[src/rtl/acc_pkg.sv]
package acc_pkg;

    localparam int unsigned DW    = 8;
    localparam int unsigned NFLAG = 4;

    localparam int unsigned FLAG_C = 0;
    localparam int unsigned FLAG_O = 1;
    localparam int unsigned FLAG_Z = 2;
    localparam int unsigned FLAG_N = 3;

    typedef enum logic [2:0] {
        ST_FOP,
        ST_FARG,
        ST_RDV,
        ST_EXEC,
        ST_WR,
        ST_HALT
    } state_e;

    typedef enum logic [3:0] {
        K_END,
        K_STO,
        K_LDA,
        K_ADD,
        K_SUB,
        K_HOP,
        K_JMP,
        K_FTG,
        K_FHP,
        K_NOP
    } kind_e;

    typedef struct packed {
        kind_e kind;
        logic  indirect;
    } dec_t;

    typedef struct packed {
        state_e            st;
        logic [DW-1:0]     acc;
        logic [DW-1:0]     ip;
        logic [DW-1:0]     op;
        logic [DW-1:0]     arg;
        logic [DW-1:0]     val;
        logic [NFLAG-1:0]  flg;
    } core_t;

endpackage

[src/rtl/acc_decode.sv]
module acc_decode
    import acc_pkg::*;
#(
    parameter int unsigned W = acc_pkg::DW
) (
    input  logic [W-1:0] opcode,
    output dec_t         dec
);
    localparam int unsigned LOW_W = 4;

    logic upper_zero;

    always_comb begin
        upper_zero   = (opcode[W-1:LOW_W] == '0);
        dec.kind     = K_NOP;
        dec.indirect = 1'b0;
        if (upper_zero) begin
            case (opcode[LOW_W-1:0])
                4'h0: dec.kind = K_END;
                4'h1: dec.kind = K_STO;
                4'h2: begin dec.kind = K_STO; dec.indirect = 1'b1; end
                4'h3: dec.kind = K_LDA;
                4'h4: begin dec.kind = K_LDA; dec.indirect = 1'b1; end
                4'h5: dec.kind = K_ADD;
                4'h6: begin dec.kind = K_ADD; dec.indirect = 1'b1; end
                4'h7: dec.kind = K_SUB;
                4'h8: begin dec.kind = K_SUB; dec.indirect = 1'b1; end
                4'h9: dec.kind = K_HOP;
                4'hA: begin dec.kind = K_HOP; dec.indirect = 1'b1; end
                4'hB: dec.kind = K_JMP;
                4'hC: begin dec.kind = K_JMP; dec.indirect = 1'b1; end
                4'hD: dec.kind = K_FTG;
                4'hE: dec.kind = K_FHP;
                default: dec.kind = K_NOP;
            endcase
        end
    end

endmodule

[src/rtl/acc_alu.sv]
module acc_alu #(
    parameter int unsigned W = acc_pkg::DW
) (
    input  logic [W-1:0] a,
    input  logic [W-1:0] b,
    input  logic         sub,
    output logic [W-1:0] res,
    output logic         fl_n,
    output logic         fl_z,
    output logic         fl_o,
    output logic         fl_c
);
    logic [W-1:0] b_eff;
    logic [W:0]   sum;

    always_comb begin
        b_eff = sub ? ~b : b;
        sum   = {1'b0, a} + {1'b0, b_eff} + {{W{1'b0}}, sub};
        res   = sum[W-1:0];
        fl_c  = sum[W];
        fl_o  = (a[W-1] == b_eff[W-1]) && (res[W-1] != a[W-1]);
        fl_n  = res[W-1];
        fl_z  = (res == '0);
    end

endmodule

[src/rtl/acc_flag_unit.sv]
module acc_flag_unit #(
    parameter int unsigned W  = acc_pkg::DW,
    parameter int unsigned NF = acc_pkg::NFLAG
) (
    input  logic [NF-1:0] flg,
    input  logic [W-1:0]  idx,
    output logic [NF-1:0] flg_toggled,
    output logic          flg_sel
);
    logic [NF-1:0] hit;

    for (genvar i = 0; i < NF; i++) begin : g_flag
        assign hit[i]         = (idx == W'(i));
        assign flg_toggled[i] = flg[i] ^ hit[i];
    end

    assign flg_sel = |(flg & hit);

endmodule

[src/rtl/acc_core.sv]
module acc_core
    import acc_pkg::*;
(
    input  logic             clk,
    input  logic             rst_n,
    output logic             mem_req,
    output logic             mem_we,
    output logic [DW-1:0]    mem_addr,
    output logic [DW-1:0]    mem_wdata,
    input  logic             mem_ack,
    input  logic [DW-1:0]    mem_rdata,
    output logic             halted,
    output logic [DW-1:0]    dbg_acc,
    output logic [DW-1:0]    dbg_ip,
    output logic [NFLAG-1:0] dbg_flags
);
    localparam logic [DW-1:0] STEP_ONE  = DW'(1);
    localparam logic [DW-1:0] STEP_INSN = DW'(2);
    localparam logic [DW-1:0] STEP_SKIP = DW'(4);

    core_t r_q, r_d;
    dec_t  dec;

    logic [DW-1:0]    operand;
    logic [DW-1:0]    alu_res;
    logic             alu_n, alu_z, alu_o, alu_c;
    logic [NFLAG-1:0] flg_tog;
    logic             flg_sel;

    acc_decode #(.W(DW)) u_decode (
        .opcode (r_q.op),
        .dec    (dec)
    );

    assign operand = dec.indirect ? r_q.val : r_q.arg;

    acc_alu #(.W(DW)) u_alu (
        .a    (r_q.acc),
        .b    (operand),
        .sub  (dec.kind == K_SUB),
        .res  (alu_res),
        .fl_n (alu_n),
        .fl_z (alu_z),
        .fl_o (alu_o),
        .fl_c (alu_c)
    );

    acc_flag_unit #(.W(DW), .NF(NFLAG)) u_flags (
        .flg         (r_q.flg),
        .idx         (r_q.arg),
        .flg_toggled (flg_tog),
        .flg_sel     (flg_sel)
    );

    always_comb begin
        r_d       = r_q;
        mem_req   = 1'b0;
        mem_we    = 1'b0;
        mem_addr  = r_q.ip;
        mem_wdata = r_q.acc;

        case (r_q.st)
            ST_FOP: begin
                mem_req  = 1'b1;
                mem_addr = r_q.ip;
                if (mem_ack) begin
                    r_d.op = mem_rdata;
                    r_d.st = ST_FARG;
                end
            end
            ST_FARG: begin
                mem_req  = 1'b1;
                mem_addr = r_q.ip + STEP_ONE;
                if (mem_ack) begin
                    r_d.arg = mem_rdata;
                    if (dec.indirect)
                        r_d.st = ST_RDV;
                    else if (dec.kind == K_STO)
                        r_d.st = ST_WR;
                    else
                        r_d.st = ST_EXEC;
                end
            end
            ST_RDV: begin
                mem_req  = 1'b1;
                mem_addr = r_q.arg;
                if (mem_ack) begin
                    r_d.val = mem_rdata;
                    r_d.st  = (dec.kind == K_STO) ? ST_WR : ST_EXEC;
                end
            end
            ST_EXEC: begin
                r_d.st = ST_FOP;
                r_d.ip = r_q.ip + STEP_INSN;
                case (dec.kind)
                    K_END: r_d.st = ST_HALT;
                    K_LDA: begin
                        r_d.acc         = operand;
                        r_d.flg[FLAG_N] = operand[DW-1];
                        r_d.flg[FLAG_Z] = (operand == '0);
                    end
                    K_ADD, K_SUB: begin
                        r_d.acc         = alu_res;
                        r_d.flg[FLAG_N] = alu_n;
                        r_d.flg[FLAG_Z] = alu_z;
                        r_d.flg[FLAG_O] = alu_o;
                        r_d.flg[FLAG_C] = alu_c;
                    end
                    K_HOP: begin
                        if (r_q.acc == operand)
                            r_d.ip = r_q.ip + STEP_SKIP;
                    end
                    K_JMP: r_d.ip = operand;
                    K_FTG: r_d.flg = flg_tog;
                    K_FHP: begin
                        if (flg_sel)
                            r_d.ip = r_q.ip + STEP_SKIP;
                    end
                    default: ;
                endcase
            end
            ST_WR: begin
                mem_req  = 1'b1;
                mem_we   = 1'b1;
                mem_addr = dec.indirect ? r_q.val : r_q.arg;
                if (mem_ack) begin
                    r_d.ip = r_q.ip + STEP_INSN;
                    r_d.st = ST_FOP;
                end
            end
            ST_HALT: ;
            default: r_d.st = ST_HALT;
        endcase
    end

    always_ff @(posedge clk or negedge rst_n) begin
        if (!rst_n) begin
            r_q.st  <= ST_FOP;
            r_q.acc <= '0;
            r_q.ip  <= '0;
            r_q.op  <= '0;
            r_q.arg <= '0;
            r_q.val <= '0;
            r_q.flg <= '0;
        end else begin
            r_q <= r_d;
        end
    end

    assign halted    = (r_q.st == ST_HALT);
    assign dbg_acc   = r_q.acc;
    assign dbg_ip    = r_q.ip;
    assign dbg_flags = r_q.flg;

    // a halted core stays silent on the memory port
    assert_halt_no_req_R11: assert property (@(posedge clk) disable iff (!rst_n)
        halted |-> !mem_req);

    // halt is only left through reset
    assert_halt_sticky_R11: assert property (@(posedge clk) disable iff (!rst_n)
        halted |=> (halted && $stable(dbg_ip) && $stable(dbg_acc)));

    // unacknowledged request keeps its address and direction
    assert_req_hold_R12: assert property (@(posedge clk) disable iff (!rst_n)
        (mem_req && !mem_ack) |=> (mem_req && $stable(mem_addr) && $stable(mem_we)));

    // plain data instructions step IP by one instruction
    assert_ip_step_R2: assert property (@(posedge clk) disable iff (!rst_n)
        (r_q.st == ST_EXEC && (dec.kind == K_LDA || dec.kind == K_ADD ||
                               dec.kind == K_SUB || dec.kind == K_NOP))
        |=> (dbg_ip == $past(dbg_ip) + STEP_INSN));

    // load leaves overflow and carry as they were
    assert_lda_keeps_oc_R4: assert property (@(posedge clk) disable iff (!rst_n)
        (r_q.st == ST_EXEC && dec.kind == K_LDA)
        |=> (dbg_flags[FLAG_O] == $past(dbg_flags[FLAG_O]) &&
             dbg_flags[FLAG_C] == $past(dbg_flags[FLAG_C])));

    // a store write cycle never disturbs the flags
    assert_sto_flags_R3: assert property (@(posedge clk) disable iff (!rst_n)
        (mem_req && mem_we) |=> $stable(dbg_flags));

endmodule

[config.mk]
export PLATFORM = sky130hd
export DESIGN_NAME = acc_core
export DESIGN_NICKNAME = d
export VERILOG_FILES = /design/src/rtl/acc_pkg.sv /design/src/rtl/acc_decode.sv /design/src/rtl/acc_alu.sv /design/src/rtl/acc_flag_unit.sv /design/src/rtl/acc_core.sv
export SDC_FILE = /design/constraint.sdc
export NUM_CORES = 1
export LEC_CHECK = 0
export BUFFER_PORTS_ARGS = -buffer_cell sky130_fd_sc_hd__buf_2
export CAP_MARGIN = 20
export CELL_PAD_IN_SITES_DETAIL_PLACEMENT = 1
export CELL_PAD_IN_SITES_GLOBAL_PLACEMENT = 1
export CORE_MARGIN = 2
export CORE_UTILIZATION = 49
export CTS_CLUSTER_DIAMETER = 80
export DETAILED_ROUTE_END_ITERATION = 6
export PLACE_DENSITY = 0.85
export SYNTH_ARGS = -nofsm -noshare
export SYNTH_HDL_FRONTEND = slang
export SYNTH_HIERARCHICAL = 1
export SYNTH_SLANG_ARGS = --single-unit
[constraint.sdc]
create_clock -name clk -period 6.5 [get_ports clk]
set_clock_uncertainty 0.05 [all_clocks]
set_input_delay 1.3 -clock clk [delete_from_list [all_inputs] [get_ports clk]]
set_output_delay 1.3 -clock clk [all_outputs]
set_load 0.02 [all_outputs]
==> results of run 1 <==
[worst min-delay path by stage]
| stage | cells past startpoint | start | slack, ps | endpoint |
|---|---|---|---|---|
| 2_1_floorplan | 1 | r_q[7]$_DFFE_PN0P_ | 430 | r_q[7]$_DFFE_PN0P_ |
| 3_3_place_gp | 1 | r_q[7]$_DFFE_PN0P_ | 450 | r_q[7]$_DFFE_PN0P_ |
| 3_5_place_dp | 1 | r_q[7]$_DFFE_PN0P_ | 460 | r_q[7]$_DFFE_PN0P_ |
| 4_1_cts | 1 | r_q[7]$_DFFE_PN0P_ | 490 | r_q[7]$_DFFE_PN0P_ |
| 5_1_grt | 1 | r_q[7]$_DFFE_PN0P_ | 510 | r_q[7]$_DFFE_PN0P_ |
| 6_report | 1 | r_q[7]$_DFFE_PN0P_ | 490 | r_q[7]$_DFFE_PN0P_ |
[critical path, cell delays in order, from the launching register on]
cell      delay, ps
dfrtp_1         410
or4_4           570
a21oi_1         480
nor3b_1         360
nor2b_1         890
xor2_1          250
inv_1            90
fa_1            450
nand2b_1        190
a211oi_1        280
nor4_1           80
nor3_1          310
nor3_2           80
a22o_1          200
a31o_1          170
mux2_2          250
[cell families after synthesis]
logic type / share of synthesized area
simple gates: 0.202
compound gates: 0.199
buf+inv: 0.0919
flops: 0.282
mux: 0.108
xor+xnor: 0.0628
fa+ha+maj: 0.0529
[placed cells by master (no fill, tap or decap), drive strengths merged, types with 3 or more instances in the layout]
cell type and count:
a211oi 4, nor2 33, nor3 9, inv 20, nand2 32, o22ai 7
ha 16, o221ai 5, mux2 27, a31oi 10, dfrtp 47, o22a 3
nor2b 7, mux2i 11, buf 55, o21ai 29, a22oi 8, xor2 17
or4 5, and2 6, nor4 8, nor3b 3, nand3 11, a21o 4
nand4 3, nand3b 4, xnor2 12, nor4b 3, and3 6, a21oi 33
or2 3, o211ai 3, clkbuf 5, nand2b 5
[final cells by class]
class / count / area (um^2)
clock inverter: 3 / 47.5
tap: 105 / 131
clock buffer: 5 / 68.8
inverter: 19 / 71.3
sequential: 47 / 1180
multi-input combinational: 356 / 2620
fill: 995 / 3800
timing repair buffer: 55 / 303
[routing by layer]
| layer | vias to the layer above | global-route usage | part of all wire |
|---|---|---|---|
| met4 | 0 | 0.0810 | 0.018 |
| li1 | 1713 | - | - |
| met2 | 146 | 0.457 | 0.48 |
| met3 | 26 | 0.0431 | 0.061 |
| met5 | - | 0 | 0 |
| met1 | 1856 | 0.368 | 0.44 |
[state kept, by name, indices dropped and copies added (netlist names)]
signal / cells
dbg_ip: 8
dbg_acc: 8
r_q: 27
dbg_flags: 4
[stage by stage]
step | hold slack, ps | total power [W] | utilization
floorplan | 430 | 0.00159 | -
global placement | 446 | 0.00188 | 0.520
detailed placement | 462 | 0.00193 | 0.520
CTS | 487 | 0.00218 | 0.534
global route | 513 | 0.00234 | 0.537
finish | 486 | 0.00219 | 0.537
[power by group through the flow]
stage	Sequential, W	Combinational, W	Clock, W
2_1_floorplan	0.000523	0.00107	0
3_3_place_gp	0.000625	0.00125	0
3_5_place_dp	0.000638	0.00129	0
4_1_cts	0.000634	0.00131	0.000238
5_1_grt	0.000667	0.00143	0.000247
6_report	0.000640	0.00131	0.000237
==> impl_metrics.ini, run 1 <==
[status]
outcome = finished clean

[critical_path]
r2r_slack_ps = 1280
path_class = reg2reg
start_kind = register
crit_fanout = 10
r2r-start = r_q[25]$_DFFE_PN0P_
reg2regPathDepth = 15
r2r-end = dbg_flags[2]$_DFFE_PN0P_
endpoint_kind = register
crit_start = r_q[25]$_DFFE_PN0P_
required_ps = 6660
worstPathArrival_ps = 5380
cp-endpoint = dbg_flags[2]$_DFFE_PN0P_

[yosys]
synth.avg_cell_area_um2 = 8.82
synthCells = 472
synthesis.nets = 500
synth.area.top_cells = dfrtp_1, mux2_2, buf_4, ha_1, a21oi_1
synth_area_mm2 = 0.00417
synth_top_area_frac = 0.282
ys_async_sr_fraction = 1.00
yosys.cell_types.count = 72
synth-seq-cells = 47
yosysMostFrequentCell = dfrtp_1
ys_seq_area_frac = 0.282
yosys_warnings = 6
synth_edf_count = 0
ys_top_cells_by_count = dfrtp_1, nor2_1, a21oi_1, nand2_1, buf_4
synth_ff_type = dfrtp_1
synth_top_area_cell = dfrtp_1

[routing]
num_vias = 3741
routed_wl_um = 12200
wl_per_cell_um = 20.7
via_per_inst = 6.34
dr.pass1.iters = 4
drt_iter0_drc = 188
drc = 0
ant_nets = 0

[power]
p_per_area_mw_per_mm2 = 496
pwr-share-comb = 0.600
vdd_drop_max_v = 0.000189
switchingPower_w = 0.00114
leakage_nw = 1.88
p_clk_frac = 0.108
internal_power_w = 0.00105
p_seq_frac = 0.292
power.share.switching = 0.521

[placement]
portBuffers = 49
hpwl_um = 9090
dp_worst_setup_slack_ps = 1380
dpl_cell_area_mm2 = 0.00427
post-place-cells = 580
place_congestion = 0.877

[cells_and_area]
final_area_mm2 = 0.00441
area_delta_synth_final_pct = 5.95
drive_gt1_frac = 0.229
diodes = 0
final_cells = 590
fin_nets = 512

[global_route]
grt_max_degree = 48
grt_pass1_vias = 3689
grt_use_total = 0.275
antenna_found_initial = 0
grt_pass1_wl_um = 19500
grt_overflow = 0

[worst_hold_path]
worstHoldPathType = reg2reg

[sta]
setup_tns_ps = 0
max_slew_margin = 0.290
rsz0062_at_grt = no
setup_violations = 0
final_max_slew_viol_count = 0
hold_viol = 0
fmax_mhz = 191
period_share = 0.803
setup_ws_ps = 1280
tightestPinTransition_ps = 1060
period_needed_ps = 5220

[clocking]
post-cts-setup-buffer-count = 0
insertion_delay_ps = 320
h-tree-depth = 2
cts_resized = 0
cts_tree = yes
clk_pin_slew_worst_paths_ps = 100
numCtsBuffers = 5
cts.sinks = 47
cts_root_buf = clkbuf_8
cts_buffer_depth = 2
cts_hold_buf = 0

[floorplanning]
start_util = 0.507
die_w_um = 96.2
pin_count = 50
chipHeight_um = 96.2
num_rows = 33
die_area_mm2 = 0.00925
core_area_mm2 = 0.00822

[job]
drv_cap = 0
(Power assumes the default switching activity.)
==> run 2, diff against run 1 <==
Settings changed: CORE_UTILIZATION 49 to 45, PLACE_DENSITY 0.85 to 0.79.
Clock period 6.5 ns to 5.1 ns, I/O delays scaled along.
==> run 2 against run 1 <==
Die area up 8.5%. Fmax rose by 10%. Sequential share of layout area down 0.12 points. Design area rose by 0.45%. Combinational power up 28%. Global-route usage fell by 2.5 points. Clock power up 24%. Count of clock-buffer cells in the layout did not move. Worst hold slack worse by 14 ps. Largest power group unchanged.
==> impl_metrics.ini, run 2 (synthesized netlist as in run 1, its figures left out) <==
[routing]
via_per_inst = 6.17
num_vias = 3697
drt_iter0_drc = 170
ant_nets = 0
wl_per_cell_um = 20.5
routed_wl_um = 12300
dr.pass1.iters = 4
drc = 0

[cells_and_area]
layout_common_cells = buf_2, dfrtp_1, nor2_1
largest_reg_flops = 27
final_cells = 599
final_area_mm2 = 0.00443
largest_register = r_q
drive_gt1_frac = 0.234
area_delta_synth_final_pct = 6.43
fill_cells = 1124
fin_nets = 515
diodes = 0
final_common_cell = buf_2
fin_util = 0.487

[sta]
period_needed_ps = 4750
setup_tns_ps = 0
setup_ws_ps = 354
rsz0062_at_grt = no
max_slew_margin = 0.385
tightestPinTransition_ps = 920
hold_viol = 0
fmax_mhz = 211
period_share = 0.931
setup_violations = 0
final_max_slew_viol_count = 0

[placement]
place_congestion = 0.945
portBuffers = 49
post-place-cells = 590
hpwl_um = 9460
dpl_cell_area_mm2 = 0.00431
dp_worst_setup_slack_ps = 448

[clocking]
cts_root_buf = clkbuf_8
post-cts-setup-buffer-count = 0
cts_hold_buf = 0
clk_pin_slew_worst_paths_ps = 100
cts_buffer_depth = 2
numCtsBuffers = 5
cts.sinks = 47
cts_resized = 0
cts_tree = yes
h-tree-depth = 2
insertion_delay_ps = 310

[global_route]
grt_max_degree = 36
grt_use_total = 0.250
grt_pass1_vias = 3755
grt_pass1_wl_um = 19900
antenna_found_initial = 0
grt_overflow = 0

[floorplanning]
core_area_mm2 = 0.00911
chipHeight_um = 100
start_util = 0.457
num_rows = 35
die_area_mm2 = 0.0100
die_w_um = 100
pin_count = 50

[critical_path]
worstPathArrival_ps = 4890
required_ps = 5250
path_class = reg2reg
crit_fanout = 10
endpoint_kind = register
start_kind = register

[power]
vdd_drop_max_v = 0.000211
leakage_nw = 1.89
p_per_area_mw_per_mm2 = 627

[worst_hold_path]
worstHoldPathType = reg2reg

[job]
drv_cap = 0

[status]
outcome = finished clean
## run 2: changes by cell type in the layout (fill, tap and decap cells not counted)
cell	before	now
clkinvlp_4	0	1
buf_4	5	8
nor4_4	3	2
nor4_2	0	1
clkinv_4	1	0
## run 2: report_power, final
part,leakage (nW),switching (W),internal [W]
clock network,0.0548,0.000145,0.000148
logic,1.25,0.00100,0.000674
registers,0.583,0.000291,0.000518
total,1.89,0.00144,0.00134
## run 2: worst paths after layout
path                                       endpoint  cells after the start                 from  slack, ps
setup / recovery           dbg_flags[2]$_DFFE_PN0P_                     16  r_q[25]$_DFFE_PN0P_        350
hold / removal                   r_q[9]$_DFFE_PN0P_                      1   r_q[9]$_DFFE_PN0P_        470
setup reg to reg           dbg_flags[2]$_DFFE_PN0P_                     16  r_q[25]$_DFFE_PN0P_        350
hold reg to reg                  r_q[9]$_DFFE_PN0P_                      1   r_q[9]$_DFFE_PN0P_        470
max in group asynchronous  dbg_flags[2]$_DFFE_PN0P_                      2                rst_n       3920
min in group asynchronous     dbg_ip[6]$_DFFE_PN0P_                      1                rst_n        550
## run 2: through the flow
stage          hold slack [ps]  total power [W]
2_1_floorplan              430          0.00203
3_3_place_gp               442          0.00240
3_5_place_dp               449          0.00248
4_1_cts                    472          0.00278
5_1_grt                    490          0.00298
6_report                   472          0.00278
## run 2: layer usage
| metal | global-route usage | wire length, um |
|---|---|---|
| met2 | 0.407 | 5880 |
| met3 | 0.0306 | 500 |
| met1 | 0.350 | 5630 |
| met5 | 0 | 0 |
| met4 | 0.0727 | 253 |
## run 2: critical path: stages (launching register included)
cell	delay [ps]
dfrtp_1	410
or4_4	570
a21oi_1	490
nor3b_1	390
nor2b_1	180
buf_4	220
xor2_1	200
inv_1	80
fa_1	430
nand2b_1	200
a211oi_1	330
nor4_1	80
nor3_1	290
nor3_2	80
a22o_1	200
a31o_1	180
mux2_2	260
## run 2: layout make-up
type / count / area, um^2 / area share
multi-input combinational: 356 / 2610 / 0.588
sequential: 47 / 1180 / 0.265
timing repair buffer: 58 / 325 / 0.0734
tap: 111 / 139 / 0.0313
inverter: 19 / 71.3 / 0.0161
clock buffer: 5 / 68.8 / 0.0155
clock inverter: 3 / 46.3 / 0.0104
